[config.mk]
export PLATFORM = sky130hd
export DESIGN_NAME = reg_write_guard
export DESIGN_NICKNAME = d
export VERILOG_FILES = /design/src/rtl/reg_guard_pkg.sv /design/src/rtl/guard_decode.sv /design/src/rtl/guard_lock_fsm.sv /design/src/rtl/reg_write_guard.sv
export SDC_FILE = /design/constraint.sdc
export NUM_CORES = 1
export LEC_CHECK = 0
export BUFFER_PORTS_ARGS = -buffer_cell sky130_fd_sc_hd__buf_2
export CAP_MARGIN = 30
export CORE_AREA = 5 5 42 44
export DETAILED_ROUTE_END_ITERATION = 10
export DIE_AREA = 0 0 47 49
export PLACE_DENSITY = 0.67
export SLEW_MARGIN = 0
export SYNTH_ARGS = -nofsm -noshare
export SYNTH_HDL_FRONTEND = slang
export SYNTH_SLANG_ARGS = --single-unit
export TNS_END_PERCENT = 5
[constraint.sdc]
create_clock -name clk -period 3.3 [get_ports clk]
set_clock_uncertainty 0.05 [all_clocks]
set_input_delay 0.825 -clock clk [delete_from_list [all_inputs] [get_ports clk]]
set_output_delay 0.825 -clock clk [all_outputs]
set_load 0.02 [all_outputs]
[src/rtl/reg_guard_pkg.sv]
package reg_guard_pkg;
    localparam int ADDR_W     = 3;
    localparam int DATA_W     = 32;
    localparam int IDX_COMP   = 3;
    localparam int IDX_CTRL   = 4;
    localparam int IDX_STAT   = 5;
    localparam int IDX_LOCK   = 6;
    localparam int LOCK_LSB   = 3;
    localparam int NUM_LOCKS  = 4;

    typedef enum logic {
        LK_OPEN   = 1'b0,
        LK_SEALED = 1'b1
    } lk_state_t;
endpackage

[src/rtl/guard_decode.sv]
module guard_decode
    import reg_guard_pkg::*;
#(
    parameter int AW = ADDR_W,
    parameter int NL = NUM_LOCKS
) (
    input  logic          clk,
    input  logic          rst_n,
    input  logic          req_valid,
    input  logic [AW-1:0] req_addr,
    input  logic          req_priv,
    input  logic          cfg_user_ok,
    input  logic          cfg_upd_mode,
    input  logic          flag_invalid,
    input  logic          flag_overflow,
    input  logic [NL-1:0] lock_state,
    output logic          we_comp,
    output logic          we_ctrl,
    output logic          we_stat,
    output logic          we_stat_tce,
    output logic          we_open,
    output logic          lock_wr,
    output logic          bus_err
);
    logic accept;
    logic tce_ok;

    always_comb begin
        bus_err     = req_valid && !req_priv && !cfg_user_ok;
        accept      = req_valid && !bus_err;
        tce_ok      = cfg_upd_mode && (flag_invalid || flag_overflow);
        we_comp     = 1'b0;
        we_ctrl     = 1'b0;
        we_stat     = 1'b0;
        we_stat_tce = 1'b0;
        we_open     = 1'b0;
        lock_wr     = 1'b0;
        if (accept) begin
            unique case (req_addr)
                AW'(IDX_COMP): we_comp = lock_state[0];
                AW'(IDX_CTRL): we_ctrl = lock_state[1];
                AW'(IDX_STAT): begin
                    we_stat     = lock_state[2];
                    we_stat_tce = !lock_state[2] && tce_ok;
                end
                AW'(IDX_LOCK): lock_wr = lock_state[3];
                default:       we_open = 1'b1;
            endcase
        end
    end

    AST_ERR_NO_STROBE: assert property (@(posedge clk) disable iff (!rst_n)
        bus_err |-> !(we_comp || we_ctrl || we_stat || we_stat_tce || we_open || lock_wr));
    AST_PRIV_NO_ERR: assert property (@(posedge clk) disable iff (!rst_n)
        (req_priv || cfg_user_ok) |-> !bus_err);
    AST_ONE_STROBE: assert property (@(posedge clk) disable iff (!rst_n)
        $onehot0({we_comp, we_ctrl, we_stat, we_stat_tce, we_open, lock_wr}));
    AST_LOCKED_SILENT: assert property (@(posedge clk) disable iff (!rst_n)
        (req_valid && req_priv && req_addr == AW'(IDX_CTRL) && !lock_state[1]) |-> (!we_ctrl && !bus_err));
    AST_TCE_ONLY_LOCKED: assert property (@(posedge clk) disable iff (!rst_n)
        we_stat_tce |-> (!lock_state[2] && cfg_upd_mode && !we_stat));
endmodule

[src/rtl/guard_lock_fsm.sv]
module guard_lock_fsm
    import reg_guard_pkg::*;
#(
    parameter int NL = NUM_LOCKS
) (
    input  logic          clk,
    input  logic          rst_n,
    input  logic          soft_rst,
    input  logic          lock_wr,
    input  logic [NL-1:0] wr_bits,
    output logic [NL-1:0] lock_state
);
    localparam int NR = NL - 1;

    lk_state_t      state_q, state_d;
    logic [NR-1:0]  reg_lk_q, reg_lk_d;

    always_comb begin
        state_d  = state_q;
        reg_lk_d = reg_lk_q;
        if (soft_rst) begin
            state_d  = LK_OPEN;
            reg_lk_d = '1;
        end else begin
            unique case (state_q)
                LK_OPEN: begin
                    if (lock_wr) begin
                        reg_lk_d = reg_lk_q & wr_bits[NR-1:0];
                        if (!wr_bits[NR]) state_d = LK_SEALED;
                    end
                end
                LK_SEALED: state_d = LK_SEALED;
                default:   state_d = LK_OPEN;
            endcase
        end
    end

    always_ff @(posedge clk or negedge rst_n) begin
        if (!rst_n) begin
            state_q  <= LK_OPEN;
            reg_lk_q <= '1;
        end else begin
            state_q  <= state_d;
            reg_lk_q <= reg_lk_d;
        end
    end

    always_comb begin
        lock_state = {state_q == LK_OPEN, reg_lk_q};
    end

    AST_LOCK_MONOTONIC: assert property (@(posedge clk) disable iff (!rst_n)
        !soft_rst |=> ((lock_state & ~$past(lock_state)) == '0));
    AST_SEALED_STABLE: assert property (@(posedge clk) disable iff (!rst_n)
        (state_q == LK_SEALED && !soft_rst) |=> $stable(lock_state));
    AST_SOFT_REOPEN: assert property (@(posedge clk) disable iff (!rst_n)
        soft_rst |=> (lock_state == '1));
endmodule

[src/rtl/reg_write_guard.sv]
module reg_write_guard
    import reg_guard_pkg::*;
#(
    parameter int AW = ADDR_W,
    parameter int DW = DATA_W
) (
    input  logic                 clk,
    input  logic                 rst_n,
    input  logic                 soft_rst,
    input  logic                 req_valid,
    input  logic [AW-1:0]        req_addr,
    input  logic [DW-1:0]        req_data,
    input  logic                 req_priv,
    input  logic                 cfg_user_ok,
    input  logic                 cfg_upd_mode,
    input  logic                 flag_invalid,
    input  logic                 flag_overflow,
    output logic                 we_comp,
    output logic                 we_ctrl,
    output logic                 we_stat,
    output logic                 we_stat_tce,
    output logic                 we_open,
    output logic                 bus_err,
    output logic [NUM_LOCKS-1:0] lock_state
);
    localparam int LMSB = LOCK_LSB + NUM_LOCKS - 1;

    logic lock_wr;
    logic unused_data;

    assign unused_data = ^{req_data[DW-1:LMSB+1], req_data[LOCK_LSB-1:0]};

    guard_decode #(.AW(AW), .NL(NUM_LOCKS)) u_dec (
        .clk           (clk),
        .rst_n         (rst_n),
        .req_valid     (req_valid),
        .req_addr      (req_addr),
        .req_priv      (req_priv),
        .cfg_user_ok   (cfg_user_ok),
        .cfg_upd_mode  (cfg_upd_mode),
        .flag_invalid  (flag_invalid),
        .flag_overflow (flag_overflow),
        .lock_state    (lock_state),
        .we_comp       (we_comp),
        .we_ctrl       (we_ctrl),
        .we_stat       (we_stat),
        .we_stat_tce   (we_stat_tce),
        .we_open       (we_open),
        .lock_wr       (lock_wr),
        .bus_err       (bus_err)
    );

    guard_lock_fsm #(.NL(NUM_LOCKS)) u_fsm (
        .clk        (clk),
        .rst_n      (rst_n),
        .soft_rst   (soft_rst),
        .lock_wr    (lock_wr),
        .wr_bits    (req_data[LMSB:LOCK_LSB]),
        .lock_state (lock_state)
    );

    AST_ERR_KEEPS_LOCKS: assert property (@(posedge clk) disable iff (!rst_n)
        (bus_err && !soft_rst) |=> $stable(lock_state));
endmodule

After elaboration in Yosys (flattened, before gate mapping)
Index checks and enable logic that the tools add are counted.
Widths: inputs -> output; s select.

word-level totals
  bits in registers = 4
  input bits = 44
  output and inout port bits = 10

operators by class
  muxes and demuxes = 19
  eq/ne operators = 5
  bitwise gates (word level) = 2
  reduce and logical (&&, ||, !) cells = 13

operator list
  kind                count
  $mux 1              15
  $eq 3x3->1 const B  3
  $mux 3              3
  $logic_and 1x1->1   5
  $logic_not 1->1     4
  $reduce_or 4->1     1
  $and 3x3->3         1
  $eq 3x2->1 const B  1
  $ne 2x2->1 const B  1
  $pmux 1 s2          1
  $reduce_and 2->1    1
  $reduce_bool 2->1   1
  $logic_or 1x1->1    1
  $not 1->1           1

Logic depth before layout (Yosys ltp)
  depth in word-level cells = 9
  mapped depth = 3
  depth with buffers taken out = 3

Cells and area by module
From an unflattened synthesis, not the netlist that was laid out.

unflattened totals
  cells, all modules = 34
  area total of the unflattened synthesis = 281.5 um2

by module, submodules not included
  module          area an instance (um2)  sequential area each (um2)  cells an instance  times used
  guard_lock_fsm  163.9                   103.8                       17                 1
  guard_decode    117.6                   0.0                         17                 1

Least setup slack after synthesis
Ideal clock, no wire load.

  kind = input to output
  from = input req_priv
  to = output we_stat_tce
  required time = 2.425 ns
  data arrival time = 1.712 ns
  buffers on the path = 0
  stages = 3
  setup slack = 0.713 ns
  path through = o211ai_2 -> or3b_2 -> nor2_1

on the way
  cells in the longest elaborated chain, start to end = 6

ends and longest elaborated chain
  what                             RTL line               source
  start: declaration               reg_write_guard.sv:13  input logic req_priv,
  $logic_not 1->1                  guard_decode.sv:29     bus_err = req_valid && !req_priv && !cfg_user_ok;
  $logic_and 1x1->1 (2 in series)  guard_decode.sv:29
  $logic_not 1->1                  guard_decode.sv:30     accept = req_valid && !bus_err;
  $logic_and 1x1->1                guard_decode.sv:30
  $mux 1                           guard_decode.sv:38     if (accept) begin
  end: declaration                 reg_write_guard.sv:21  output logic we_stat_tce,

Every way passes these cells.

Worst setup path after layout
  from = input req_addr[2]
  to = output we_stat_tce

on the way
  cells in the longest elaborated chain, start to end = 3

ends and longest elaborated chain
  what                RTL line               source
  start: declaration  reg_write_guard.sv:11  input logic [AW-1:0] req_addr,
  $eq 3x3->1          guard_decode.sv:39     unique case (req_addr)
  $mux 1              guard_decode.sv:39
  $mux 1              guard_decode.sv:38

Every way passes these cells.

==> results.md <==
- Outcome: complete, no violations
- Dpl cells: 72
- Lkg Pwr: 0.221 nW
- Initial antenna violation count: 0
- Post-Syn Nets: 75
- Ports: 54
- Synth area leader: dfstp_2
- Critical path arrival: 1.82 ns
- Psw: 0.0391 mW
- Mapped Area: 256 um2
- Layout cell share with drive strength beyond 1: 55.0%
- CP endpoint kind: output pin
- Setup Viol. Count Final: 0
- Reg clk slew, reported paths: 0.04 ns
- Total Wirelength: 792 um
- TritonCTS buffer count: 3
- Count leader, synth: nor2_1
- Die ar.: 0.00230 mm2
- Via density: 4.22
- Number of enable flip-flop cells after synthesis: 0
- Final Hold Vio Count: 0
- CP Launch Type: input pin
- DRT iter0 DRCs: 0
- Worst-Margin Slew: 0.549 ns
- Hold-fix buffers, CTS: 0
- Simple-gate share of the synthesized area: 34.1%
- Sw frac: 26.4%
- Ys async rst share: 100%
- Sequential share of power: 34.8%
- Hold WC Path Type: input pin to asynchronous set/reset pin
- Xor and xnor area share after synthesis: 3.41%
- H-tree depth: 1
- Internal Pwr Total: 0.109 mW
- CTS max path bufs: 2
- Max Fclk: 0.372 GHz
- Filler instances: 166
- Die Y-Extent: 49 um
- Clock tree root buffer cell: clkbuf_4
- Total global-route track usage: 7.48%
- Tcrit/Tclk final: 81.6%
- Required time worst endpoint: 2.42 ns
- Placeable Area: 0.00140 mm2
- Crit path kind: input pin to output pin
- Synth cell count leaders: nor2_1 (9), a21oi_1 (4), dfstp_2 (3), inv_1 (3), nor4b_1 (2)
- Maximum VDD drop: 0.000113 V
- RSZ-0062 raised after global routing: false
- GRT overflow: 0
- Final core utilization: 30.5%
- DR DRC count: 0
- Number of synthesized register bits: 4
- Mux share of post-synthesis cell area: 0%
- Final Critical Period: 2.69 ns
- Worst-Skew Late Latency: 0.24 ns
- Initial core utilization: 18.3%
- Cells after Synth: 31
- Worst slew margin: 62.9%
- Via Count: 321
- Dpl hpwl: 668 um
- DRT Pass-1 Iters: 1
- CTS sink cnt: 4
- Final cell count without fillers: 76
- Largest net degree at the start of global routing: 8
- Cts repair resizes: 0
- Die X: 47 um
- WL/cell: 10.4 um
- Pwr Total: 0.148 mW
- Synth area leaders: dfstp_2 (31%), nor2_1 (13%), dfrtp_1 (9.8%)
- ANT nets after route: 0
- Post-CTS Setup Bufs: 0
- Antenna diode count: 0
- Yosys warns: 0
- Synth cell types: 15
- Max-Cap Viols: 0
- CTS tree: yes
- Complex-gate fraction of the synthesized area: 17.6%
- Main synth FF type: dfstp_2
- Adder-Cell Fraction of Synth Area: 0%
- Syn_area_per_cell: 8.27 um2
- CP Max Fanout: 4
- Final setup TNS: 0 ns
- Largest family of logic cells by synthesized area: simple AND/OR/NAND/NOR gates
- # rows: 14
- Final #Nets: 105
- First-pass GRT wire length: 1240 um
- Number of global-route vias before repair: 297
- IO Port Bufs: 25
- GPL Wtd Cong: 0.619
- Clk pwr share: 46.4%
- Area Growth Syn to Fin: 66.8%
- Slew Viols, Final: 0
- Gate power share: 18.8%
- Pwr dens: 346 mW/mm2
- Sequential element share of the synthesized area: 40.5%
- Yosys top cell area share: 30.7%
## per-stage QoR
step | setup WS [ns] | area (um2) | hold WS, ns
after CTS | 0.601 | 428 | 0.325
after global placement | 0.612 | 402 | 0.434
final | 0.608 | 428 | 0.333
after detailed placement | 0.605 | 402 | 0.443
after floorplan | 0.713 | 256 | 0.470
after global routing | 0.542 | 428 | 0.330
## worst max-delay path, stage by stage
cell and delay (ns):
buf_2 0.11, o211ai_2 0.12, or3b_2 0.49, nor2_1 0.10, buf_2 0.16
## cell type report
class,count,area [um2],area share (%)
Clock buffer,4,26.3,6.14
Inverter,3,11.3,2.63
Tap cell,16,20.0,4.68
Timing Repair Buffer,25,125,29.2
Sequential cell,4,104,24.3
Multi-Input combinational cell,24,141,33.0
## cells in the final DEF, fill, tap and decap left out
| cell | n |
|---|---|
| nand2_1 | 1 |
| clkbuf_4 | 3 |
| o211ai_2 | 1 |
| clkbuf_1 | 1 |
| nor3b_1 | 1 |
| nor4b_1 | 2 |
| a21oi_1 | 4 |
| buf_2 | 25 |
| or3b_2 | 1 |
| nor4_1 | 1 |
| inv_1 | 3 |
| o211ai_1 | 1 |
| o21ai_0 | 1 |
| dfrtp_1 | 1 |
| nor2_1 | 9 |
| xnor2_1 | 1 |
| dfstp_2 | 3 |
| or4b_1 | 1 |
## power groups by stage
stage | registers [mW] | clock network [mW] | logic [mW]
2_1_floorplan | 0.0528 | 0 | 0.0104
3_3_place_gp | 0.0519 | 0 | 0.0274
3_5_place_dp | 0.0520 | 0 | 0.0279
4_1_cts | 0.0514 | 0.0725 | 0.0280
5_1_grt | 0.0516 | 0.0742 | 0.0307
6_report | 0.0514 | 0.0686 | 0.0278
## layer usage
metal  vias to the layer above  track usage, %  wire length (um)
met3                         0            3.32               106
met2                        14            9.73               376
met1                       140            9.27               309
li1                        167               -                 -
met5                         -               0                 0
met4                         0            5.53                 0
## final timing paths
path / startpoint / end / slack [ns] / cells after the start
setup reg to reg: u_fsm.state_q / u_fsm.reg_lk_q[0] / 2.10 / 2
hold / removal: rst_n / u_fsm.state_q / 0.33 / 1
setup / recovery: req_addr[2] / we_stat_tce / 0.61 / 5
max in group asynchronous: rst_n / u_fsm.reg_lk_q[1] / 2.66 / 1
hold reg to reg: u_fsm.reg_lk_q[2] / u_fsm.reg_lk_q[2] / 0.44 / 2
min in group clk: u_fsm.reg_lk_q[2] / u_fsm.reg_lk_q[2] / 0.44 / 2
## registers in the layout, summed over array words and instances (netlist names)
name and cells:
u_fsm.reg_lk_q 3, u_fsm.state_q 1
## logic make-up (layout without fill, tap and decap cells)
kind of cell | Yosys count | after routing
compound gates | 7 | 7
simple gates | 16 | 16
buf+inv | 3 | 32
xor+xnor | 1 | 1
flops | 4 | 4
No activity file was read; power rests on OpenSTA's default activity.
